--- config.mk ---
export PLATFORM = sky130hd
export DESIGN_NAME = baud_rate_divider
export DESIGN_NICKNAME = d
export VERILOG_FILES = /design/src/rtl/baud_div_pkg.sv /design/src/rtl/baud_div_latch.sv /design/src/rtl/baud_div_counter.sv /design/src/rtl/baud_div_shaper.sv /design/src/rtl/baud_rate_divider.sv
export SDC_FILE = /design/constraint.sdc
export NUM_CORES = 1
export LEC_CHECK = 0
export ABC_AREA = 1
export BUFFER_PORTS_ARGS = -buffer_cell sky130_fd_sc_hd__buf_2
export CORE_MARGIN = 2
export CORE_UTILIZATION = 40
export DETAILED_ROUTE_END_ITERATION = 10
export PLACE_DENSITY = 0.61
export SYNTH_ARGS = -nofsm -noshare
export SYNTH_HDL_FRONTEND = slang
export SYNTH_SLANG_ARGS = --single-unit
--- constraint.sdc ---
create_clock -name clk -period 3.3 [get_ports clk]
set_input_delay 0.495 -clock clk [delete_from_list [all_inputs] [get_ports clk]]
set_output_delay 0.495 -clock clk [all_outputs]
set_load 0.02 [all_outputs]
--- src/rtl/baud_div_pkg.sv ---
package baud_div_pkg;

  typedef enum logic [1:0] {
    MODE_DIV3  = 2'd0,
    MODE_INV   = 2'd1,
    MODE_HALF  = 2'd2,
    MODE_PULSE = 2'd3
  } div_mode_e;

  // Number of reference cycles in one output period for a programmed value.
  function automatic int unsigned eff_count(input int unsigned div);
    return (div == 0) ? 32'd3 : div;
  endfunction

  function automatic div_mode_e mode_of(input int unsigned div);
    if (div == 0) return MODE_DIV3;
    if (div == 1) return MODE_INV;
    if (div == 2) return MODE_HALF;
    return MODE_PULSE;
  endfunction

  // Level while the down counter holds cnt (eff..1) for a period of eff cycles.
  function automatic logic shape_level(input int unsigned eff,
                                       input int unsigned cnt,
                                       input int unsigned low_span);
    if (eff == 1) return 1'b1;
    if (eff == 2) return (cnt == 1);
    return (cnt + low_span <= eff);
  endfunction

endpackage

--- src/rtl/baud_div_latch.sv ---
module baud_div_latch
  import baud_div_pkg::*;
#(
  parameter int BYTE_W    = 8,
  parameter int NUM_BYTES = 2,
  localparam int DIV_W    = BYTE_W * NUM_BYTES
) (
  input  logic                 clk,
  input  logic                 rst_n,
  input  logic [NUM_BYTES-1:0] we,
  input  logic [BYTE_W-1:0]    wdata,
  output logic [DIV_W-1:0]     div_q,
  output logic [DIV_W-1:0]     div_next,
  output logic                 load
);

  logic [BYTE_W-1:0] lane_q [NUM_BYTES];

  for (genvar g = 0; g < NUM_BYTES; g++) begin : g_lane
    always_ff @(posedge clk or negedge rst_n) begin
      if (!rst_n)     lane_q[g] <= '0;
      else if (we[g]) lane_q[g] <= wdata;
    end
    assign div_q[g*BYTE_W +: BYTE_W]    = lane_q[g];
    assign div_next[g*BYTE_W +: BYTE_W] = we[g] ? wdata : lane_q[g];
  end

  assign load = |we;

endmodule

--- src/rtl/baud_div_counter.sv ---
module baud_div_counter
  import baud_div_pkg::*;
#(
  parameter int DIV_W = 16
) (
  input  logic             clk,
  input  logic             rst_n,
  input  logic             load,
  input  logic [DIV_W-1:0] div_q,
  input  logic [DIV_W-1:0] div_next,
  output logic [DIV_W-1:0] cnt,
  output logic             terminal
);

  logic [DIV_W-1:0] reload_now;
  logic [DIV_W-1:0] reload_new;

  always_comb begin
    reload_now = DIV_W'(eff_count(32'(div_q)));
    reload_new = DIV_W'(eff_count(32'(div_next)));
  end

  assign terminal = (cnt == DIV_W'(1));

  always_ff @(posedge clk or negedge rst_n) begin
    if (!rst_n)        cnt <= DIV_W'(eff_count(32'd0));
    else if (load)     cnt <= reload_new;
    else if (terminal) cnt <= reload_now;
    else               cnt <= cnt - DIV_W'(1);
  end

  AST_CNT_BOUND: assert property (@(posedge clk) disable iff (!rst_n)
    (cnt != '0) && (32'(cnt) <= eff_count(32'(div_q))));

endmodule

--- src/rtl/baud_div_shaper.sv ---
module baud_div_shaper
  import baud_div_pkg::*;
#(
  parameter int DIV_W    = 16,
  parameter int LOW_SPAN = 2
) (
  input  logic             clk,
  input  logic [DIV_W-1:0] div_q,
  input  logic [DIV_W-1:0] cnt,
  input  logic             terminal,
  output logic             lvl,
  output logic             tick,
  output logic             clk_n_out
);

  div_mode_e mode;

  always_comb begin
    mode = mode_of(32'(div_q));
    lvl  = shape_level(eff_count(32'(div_q)), 32'(cnt), LOW_SPAN);
    tick = terminal;
  end

  assign clk_n_out = (mode == MODE_INV) ? ~clk : 1'b0;

endmodule

--- src/rtl/baud_rate_divider.sv ---
module baud_rate_divider
  import baud_div_pkg::*;
#(
  parameter int BYTE_W    = 8,
  parameter int NUM_BYTES = 2,
  parameter int LOW_SPAN  = 2,
  localparam int DIV_W    = BYTE_W * NUM_BYTES
) (
  input  logic                 clk,
  input  logic                 rst_n,
  input  logic [NUM_BYTES-1:0] latch_we,
  input  logic [BYTE_W-1:0]    latch_wdata,
  output logic                 baud_lvl,
  output logic                 baud_tick,
  output logic                 baud_clk_n
);

  logic [DIV_W-1:0] div_q;
  logic [DIV_W-1:0] div_next;
  logic             load;
  logic [DIV_W-1:0] cnt;
  logic             terminal;

  baud_div_latch #(.BYTE_W(BYTE_W), .NUM_BYTES(NUM_BYTES)) i_latch (
    .clk(clk), .rst_n(rst_n), .we(latch_we), .wdata(latch_wdata),
    .div_q(div_q), .div_next(div_next), .load(load)
  );

  baud_div_counter #(.DIV_W(DIV_W)) i_counter (
    .clk(clk), .rst_n(rst_n), .load(load), .div_q(div_q),
    .div_next(div_next), .cnt(cnt), .terminal(terminal)
  );

  baud_div_shaper #(.DIV_W(DIV_W), .LOW_SPAN(LOW_SPAN)) i_shaper (
    .clk(clk), .div_q(div_q), .cnt(cnt), .terminal(terminal),
    .lvl(baud_lvl), .tick(baud_tick), .clk_n_out(baud_clk_n)
  );

  AST_WRITE_RESTARTS: assert property (@(posedge clk) disable iff (!rst_n)
    load |=> ((div_q == DIV_W'(1)) || !baud_lvl));
  AST_TICK_THEN_LOW: assert property (@(posedge clk) disable iff (!rst_n)
    (baud_tick && !load && (div_q != DIV_W'(1))) |=> !baud_lvl);
  AST_HALF_TOGGLE: assert property (@(posedge clk) disable iff (!rst_n)
    ((div_q == DIV_W'(2)) && !load) |=> (baud_lvl != $past(baud_lvl)));
  AST_DIV1_TICK: assert property (@(posedge clk) disable iff (!rst_n)
    (div_q == DIV_W'(1)) |-> (baud_tick && baud_lvl));
  AST_INV_GATED: assert property (@(posedge clk) disable iff (!rst_n)
    (div_q != DIV_W'(1)) |-> !baud_clk_n);

endmodule

# [Word level (Yosys, flattened, before mapping)]
# Cells that the tools add are included.
[op_classes] order_cmp=1 bitwise=1 n_mux=26 add_sub_neg=2 eq_ne=6 reduce_logical=3
[op_table] operator="$mux W16" n=4
[op_table] operator="$eq A16 B1 Y1 const B" n=2
[op_table] operator="$eq A32 B1 Y1 const B" n=1
[op_table] operator="$eq A32 B2 Y1 const B" n=1
[op_table] operator="$le A32 B32 Y1" n=1
[op_table] operator="$logic_not A16 Y1" n=2
[op_table] operator="$add A16 B2 Y17 const B" n=1
[op_table] operator="$eq A16 B2 Y1 const B" n=1
[op_table] operator="$mux W8" n=2
[op_table] operator="$sub A16 B1 Y16 const B" n=1
[op_table] operator="$mux W1" n=14
[op_table] operator="$mux W2" n=6
[op_table] operator="$eq A2 B1 Y1 const B" n=1
[op_table] operator="$reduce_or A2 Y1" n=1
[op_table] operator="$not A1 Y1" n=1
[totals] inputBits=12 ff_bits=32 word_cells=42 out_inout_bits=3

# [Depth between registers and ports, before layout]
# Gate-level depths: netlist of run 1.
[depth] depth_word=10 depth_mapped=18 ltp_nobuf=18

# [Modules after synthesis]
# A second synthesis of run 1 with hierarchy kept.
[unflattened] hier_cells=489 area_unflattened_um2=3047.9
[modules_own_cells] module="baud_div_counter" n_inst=1 cells_each=251 area_each_um2=1462.7 seq_area_each_um2=402.9
[modules_own_cells] module="baud_div_shaper" n_inst=1 cells_each=169 area_each_um2=970.9 seq_area_each_um2=0.0
[modules_own_cells] module="baud_div_latch" n_inst=1 cells_each=69 area_each_um2=614.3 seq_area_each_um2=400.4

==> results of run 1 <==
==> routing by layer <==
| metal | track usage, % | vias to the layer above | routed length [um] |
|---|---|---|---|
| met1 | 28.9 | 1185 | 3590 |
| met4 | 11.6 | 0 | 242 |
| li1 | - | 1333 | - |
| met3 | 2.92 | 20 | 214 |
| met2 | 32.8 | 51 | 3450 |
| met5 | 0 | - | 0 |
==> placed cells by master (no fill, tap or decap) <==
| cell type | Yosys | final |
|---|---|---|
| nand2_1 | 115 | 111 |
| inv_1 | 57 | 57 |
| nor2_1 | 38 | 38 |
| dfrtp_1 | 30 | 30 |
| nand3_1 | 26 | 26 |
| ha_1 | 21 | 18 |
| o21ai_1 | 15 | 16 |
| buf_2 | 2 | 13 |
| xor2_1 | 13 | 12 |
| nand4_1 | 10 | 10 |
| a21oi_1 | 11 | 10 |
| clkbuf_8 | 0 | 9 |
| nor2_2 | 9 | 8 |
| o21ai_0 | 10 | 8 |
| inv_2 | 6 | 6 |
| nand2_2 | 2 | 6 |
| nor2_4 | 4 | 5 |
| nor3_1 | 7 | 5 |
| buf_4 | 0 | 5 |
| nand3_2 | 4 | 4 |
| o21a_1 | 4 | 4 |
| nor3_4 | 0 | 3 |
| ha_4 | 0 | 3 |
| nor3_2 | 3 | 2 |
| o211ai_2 | 2 | 2 |
| o21ai_2 | 1 | 2 |
| o211ai_1 | 2 | 2 |
| clkbuf_1 | 1 | 2 |
| dfstp_2 | 2 | 2 |
| buf_6 | 6 | 2 |
| clkinv_2 | 1 | 1 |
| xor2_2 | 0 | 1 |
| nand3_4 | 1 | 1 |
| xnor2_1 | 1 | 1 |
| o22ai_1 | 1 | 1 |
| nand4_2 | 1 | 1 |
| a21o_1 | 1 | 1 |
| a21oi_2 | 0 | 1 |
==> cell families (layout without fill, tap and decap cells) <==
kind of cell | after synthesis | count (layout)
AO/OA/AOI/OAI | 47 | 47
XOR/XNOR | 14 | 14
adder cells (fa/ha/maj) | 21 | 21
buffers and inverters | 73 | 95
flip-flops | 32 | 32
AND/OR/NAND/NOR | 220 | 220
==> worst max path at each step <==
stage	to	slack, ps	cells after the start
3_3_place_gp	baud_lvl	220	16
2_1_floorplan	baud_lvl	490	15
6_report	baud_lvl	-100	14
5_1_grt	baud_lvl	-280	16
3_5_place_dp	baud_lvl	160	16
4_1_cts	baud_lvl	-100	17
==> timing repair <==
action	CTS	global route
setup buffers	2	2
gates cloned	0	0
setup endpoints to repair	1	1
resized for setup	9	13
endpoints found under the hold margin	0	0
pin swaps	8	8
==> critical path: stages (launching register included) <==
cell	delay, ps
dfstp_2	560
ha_4	140
nand4_1	130
nor2_2	150
nand3_2	140
nor2_4	160
xor2_2	100
ha_4	300
nand4_1	150
nor3_4	250
nand4_1	110
nand2_1	80
nand2_1	60
nand2_2	70
buf_6	120
==> where the power goes <==
part	switching (mW)	internal [mW]
Clock	0.162	0.247
Combinational	0.289	0.159
Sequential	0.0578	0.436
Total	0.509	0.842
==> layout make-up <==
| type | count | share of cell area [%] |
|---|---|---|
| Multi-Input combinational cell | 302 | 55.5 |
| Sequential cell | 32 | 25.2 |
| Inverter | 64 | 7.57 |
| Clock buffer | 12 | 4.27 |
| Timing Repair Buffer | 19 | 3.76 |
| Tap cell | 96 | 3.76 |
==> registers in the layout, summed over array words and instances, names as in the netlist <==
signal / cells
i_latch.div_q: 16
i_counter.cnt: 16
==> flow_metrics.env, run 1 <==
export IMPL_firstDrtPassIters=4
export IMPL_outcome="complete, but fails checks"
export IMPL_grt_pass1_wl_um=12500
export IMPL_ys_seq_area_share_pct=28.7
export IMPL_yosysMostFrequentCell="nand2_1"
export IMPL_period_needed_ps=3400
export IMPL_routabilityCongestion=0.970
export IMPL_fin_util_pct=47.0
export IMPL_synth_compound_area_share_pct=9.74
export IMPL_place_port_buffers=14
export IMPL_period_share_pct=103
export IMPL_critPathKind="reg2out"
export IMPL_synthAdderAreaFrac_pct=9.38
export IMPL_cts_tree="built"
export IMPL_synth_area_um2=2800
export IMPL_rsz0062_at_grt="true"
export IMPL_ys_seq_elements=32
export IMPL_syn_num_nets=440
export IMPL_worstSkewPairLatency_ps=390
export IMPL_worstMarginPinSlew_ps=745
export IMPL_avgSynthCellArea_um2=6.88
export IMPL_hold_buffers=0
export IMPL_grt_usage_pct=21.3
export IMPL_drt_iter0_drc=106
export IMPL_synth_xor_area_share_pct=4.38
export IMPL_ios=15
export IMPL_ys_warn_count=0
export IMPL_async_flop_share_pct=100
export IMPL_first_global_vias=2523
export IMPL_cellLeakagePower_nw=1.64
export IMPL_dp_cells=510
export IMPL_finalSetupViolCount=1
export IMPL_synthSimpleGateAreaFrac_pct=36.3
export IMPL_die_height_um=87.7
export IMPL_fin_nets=461
export IMPL_cap_violations=0
export IMPL_violations="setup timing"
export IMPL_finClkSkew_ps=8.07
export IMPL_cp_startpoint="i_counter.cnt[1]$_DFF_PN1_"
export IMPL_ir_drop_mv=0.254
export IMPL_worstReg2RegEnd="i_counter.cnt[9]$_DFF_PN0_"
export IMPL_arrival_ps=2910
export IMPL_synth_flop_cell="dfrtp_1"
export IMPL_r2r_start="i_counter.cnt[1]$_DFF_PN1_"
export IMPL_hold_worst_slack_ps=172
export IMPL_vias=2589
export IMPL_max_freq_mhz=294
export IMPL_synth_edf_count=0
export IMPL_synth_commonest_cells="115 x nand2_1, 57 x inv_1, 38 x nor2_1"
export IMPL_crit_fanout=3
export IMPL_antenna_found_initial=0
export IMPL_cts_clk_slew_worst_paths_ps=70
export IMPL_hp_class="in2async"
export IMPL_synthToLayoutAreaGrowth_pct=14.0
export IMPL_yosysTopAreaCellShare_pct=26.8
export IMPL_drc=0
export IMPL_pre_cts_ws_ps=159
export IMPL_required_ps=2800
export IMPL_fin_tns_setup_ps=-101
export IMPL_start_util_pct=41.2
export IMPL_grt_max_degree=33
export IMPL_drive_above_1_share_pct=17.9
export IMPL_synth_cell_type_count=32
export IMPL_fillers=706
export IMPL_n_antenna_cell=0
export IMPL_final_area_um2=3190
export IMPL_synth_area_mux_share_pct=0
export IMPL_layout_cells_non_filler=525
export IMPL_rr_worst_depth=11
export IMPL_synth_cells=407
export IMPL_die_w_um=87.7
export IMPL_cp_end_kind="output port"
export IMPL_coreArea_um2=6790
export IMPL_hold_viol=0
export IMPL_placed_area_um2=2920
export IMPL_start_kind="flop"
export IMPL_viasPerCell=4.93
export IMPL_fin_ws_ps=-101
export IMPL_regArea_um2=803
export IMPL_wirelength_um=7490
export IMPL_row_count=30
export IMPL_reg2reg_slack_ps=1270
export IMPL_yosys_area_top_type="dfrtp_1"
export IMPL_finalMaxSlewViolations=0
export IMPL_die_area_um2=7690
export IMPL_p_per_area_nw_per_um2=423
export IMPL_ant_nets=0
export IMPL_grt_overflow=0
export IMPL_max_slew_margin_rel_pct=50.3
export IMPL_synthTopCellsByArea="dfrtp_1 27%, nand2_1 15%, ha_1 9.4%"
export IMPL_synth_top_family_by_area="simple AND/OR/NAND/NOR gates"
export IMPL_wl_per_cell_um=14.3
export IMPL_multiInputGateArea_um2=1770
export IMPL_place_hpwl_um=5850
export IMPL_p_total_mw=1.35
Note: power is estimated with default switching activity, not from simulation.
==> inputs of run 2 (changes only) <==
CAP_MARGIN = 20   (was default)
REMOVE_ABC_BUFFERS = 1   (was default)
==> run 2 against run 1 <==
Effect of this change:
- the run still ends with setup timing left
- via count increased by 2.0%
- utilization decreased by 0.81 points
- routed wire length is 1.9% lower
- clock-buffer cell count stayed put
- total power decreased by 1.3%
- sequential power about the same
- global-route usage shrank 0.38 points
- combinational power down 3%
- critical path depth increased by 3
- clock power is 1% lower
- clock skew shrank 1.1 ps
- critical path type unchanged
- largest cell class unchanged
- highest routed layer unchanged
==> flow_metrics.env, run 2 (same netlist as run 1, synthesis figures left out) <==
export IMPL_cellLeakagePower_nw=1.62
export IMPL_critPathKind="reg2out"
export IMPL_hold_viol=0
export IMPL_antenna_found_initial=0
export IMPL_finClkSkew_ps=6.97
export IMPL_grt_overflow=0
export IMPL_hold_buffers=0
export IMPL_final_area_um2=3140
export IMPL_grt_max_degree=33
export IMPL_p_total_mw=1.33
export IMPL_p_per_area_nw_per_um2=425
export IMPL_violations="setup timing"
export IMPL_cpMostUsedCell="nand2_1"
export IMPL_max_freq_mhz=296
export IMPL_place_hpwl_um=5770
export IMPL_crit_family="simple AND/OR/NAND/NOR gates"
export IMPL_die_w_um=87.7
export IMPL_regArea_um2=803
export IMPL_start_util_pct=41.2
export IMPL_n_antenna_cell=0
export IMPL_drc=0
export IMPL_die_area_um2=7690
export IMPL_final_cell_mix="112 x nand2_1, 57 x inv_1, 38 x nor2_1"
export IMPL_start_kind="flop"
export IMPL_finalMaxSlewViolations=0
export IMPL_dp_cells=509
export IMPL_reg2reg_slack_ps=1310
export IMPL_grt_usage_pct=20.9
export IMPL_wirelength_um=7350
export IMPL_crit_fanout=3
export IMPL_routabilityCongestion=0.955
export IMPL_fin_nets=459
export IMPL_place_port_buffers=14
export IMPL_final_common_cell="nand2_1"
export IMPL_viasPerCell=5.05
export IMPL_arrival_ps=2890
export IMPL_cp_end_kind="output port"
export IMPL_cts_clk_slew_worst_paths_ps=60
export IMPL_layout_cells_non_filler=523
export IMPL_path_cells="ha_4, nand4_1, nor2_2, nand3_2, nor2_4, nand3_1, nand2_1, nand2_2, ha_4, nand2_2, nor3_4, nand2_1, nand2_1, nand2_1, nand2_1, nand2_2, buf_6"
export IMPL_grt_pass1_wl_um=12200
export IMPL_synthToLayoutAreaGrowth_pct=12.0
export IMPL_rsz0062_at_grt="true"
export IMPL_fin_ws_ps=-80.5
export IMPL_critPathBufInv=1
export IMPL_drive_above_1_share_pct=16.4
export IMPL_period_share_pct=102
export IMPL_row_count=30
export IMPL_vias=2640
export IMPL_coreArea_um2=6790
export IMPL_r2r_start="i_counter.cnt[1]$_DFF_PN1_"
export IMPL_cp_startpoint="i_counter.cnt[1]$_DFF_PN1_"
export IMPL_rr_worst_depth=10
export IMPL_hp_class="in2async"
export IMPL_first_global_vias=2557
export IMPL_drt_iter0_drc=158
export IMPL_wl_per_cell_um=14.1
export IMPL_fillers=692
export IMPL_max_slew_margin_rel_pct=50.6
export IMPL_slowest_delay_ps=560
export IMPL_worstMarginPinSlew_ps=741
export IMPL_fin_tns_setup_ps=-80.5
export IMPL_worstSkewPairLatency_ps=390
export IMPL_die_height_um=87.7
export IMPL_ios=15
export IMPL_outcome="complete, but fails checks"
export IMPL_ant_nets=0
export IMPL_period_needed_ps=3380
export IMPL_firstDrtPassIters=4
export IMPL_finalSetupViolCount=1
export IMPL_required_ps=2800
export IMPL_cap_violations=0
export IMPL_multiInputGateArea_um2=1730
export IMPL_cts_tree="built"
export IMPL_critPathSlowestCell="dfstp_2"
export IMPL_placed_area_um2=2920
export IMPL_ir_drop_mv=0.292
export IMPL_worstReg2RegEnd="i_counter.cnt[9]$_DFF_PN0_"
## run 2: per-layer routing
layer / global-route usage [%] / wire length, um / vias to the layer above / share of wire [%]
met5: 0 / 0 / - / 0
met4: 12.2 / 301 / 0 / 4.1
met3: 1.79 / 352 / 24 / 4.8
met2: 31.7 / 3270 / 85 / 44
met1: 29.1 / 3430 / 1193 / 47
li1: - / - / 1338 / -
## run 2: where the power goes
group | internal [mW] | switching (mW)
Sequential | 0.436 | 0.0569
Clock | 0.247 | 0.157
Combinational | 0.152 | 0.284
## run 2: per-stage QoR
stage | utilization [%] | setup WS (ps) | hold WS (ps)
final | 46.2 | -80.5 | 166
after global routing | 46.2 | -238 | 226
after CTS | 46.0 | -86.4 | 185
after detailed placement | 42.9 | 168 | 516
after global placement | 42.9 | 221 | 511
after floorplan | - | 477 | 199
## run 2: final cells by class
cell class                      count  share of cell area [%]
Inverter                           64                    7.70
Clock buffer                       12                    4.35
Timing Repair Buffer               17                    3.23
Multi-Input combinational cell    302                    55.3
Sequential cell                    32                    25.6
Tap cell                           96                    3.83
## run 2: worst reg2reg max path: cells and delay by family, from the launching register on
| family | cells | cell delay, ps |
|---|---|---|
| compound gates | 1 | 130 |
| fa+ha+maj | 1 | 230 |
| buf+inv | 1 | 140 |
| flops | 1 | 560 |
| simple gates | 7 | 850 |
## run 2: what timing repair did
item,4_1_cts,5_1_grt
gates resized for setup,12,3
endpoints found under the setup margin,1,1
gates cloned,0,0
setup buffers,3,0
pin swaps,8,3
## run 2: worst max-delay path by stage
stage / slack [ps] / endpoint / cells past startpoint
2_1_floorplan: 480 / baud_lvl / 15
3_3_place_gp: 220 / baud_lvl / 16
3_5_place_dp: 170 / baud_lvl / 16
4_1_cts: -90 / baud_lvl / 15
5_1_grt: -240 / baud_lvl / 15
6_report: -80 / baud_lvl / 17
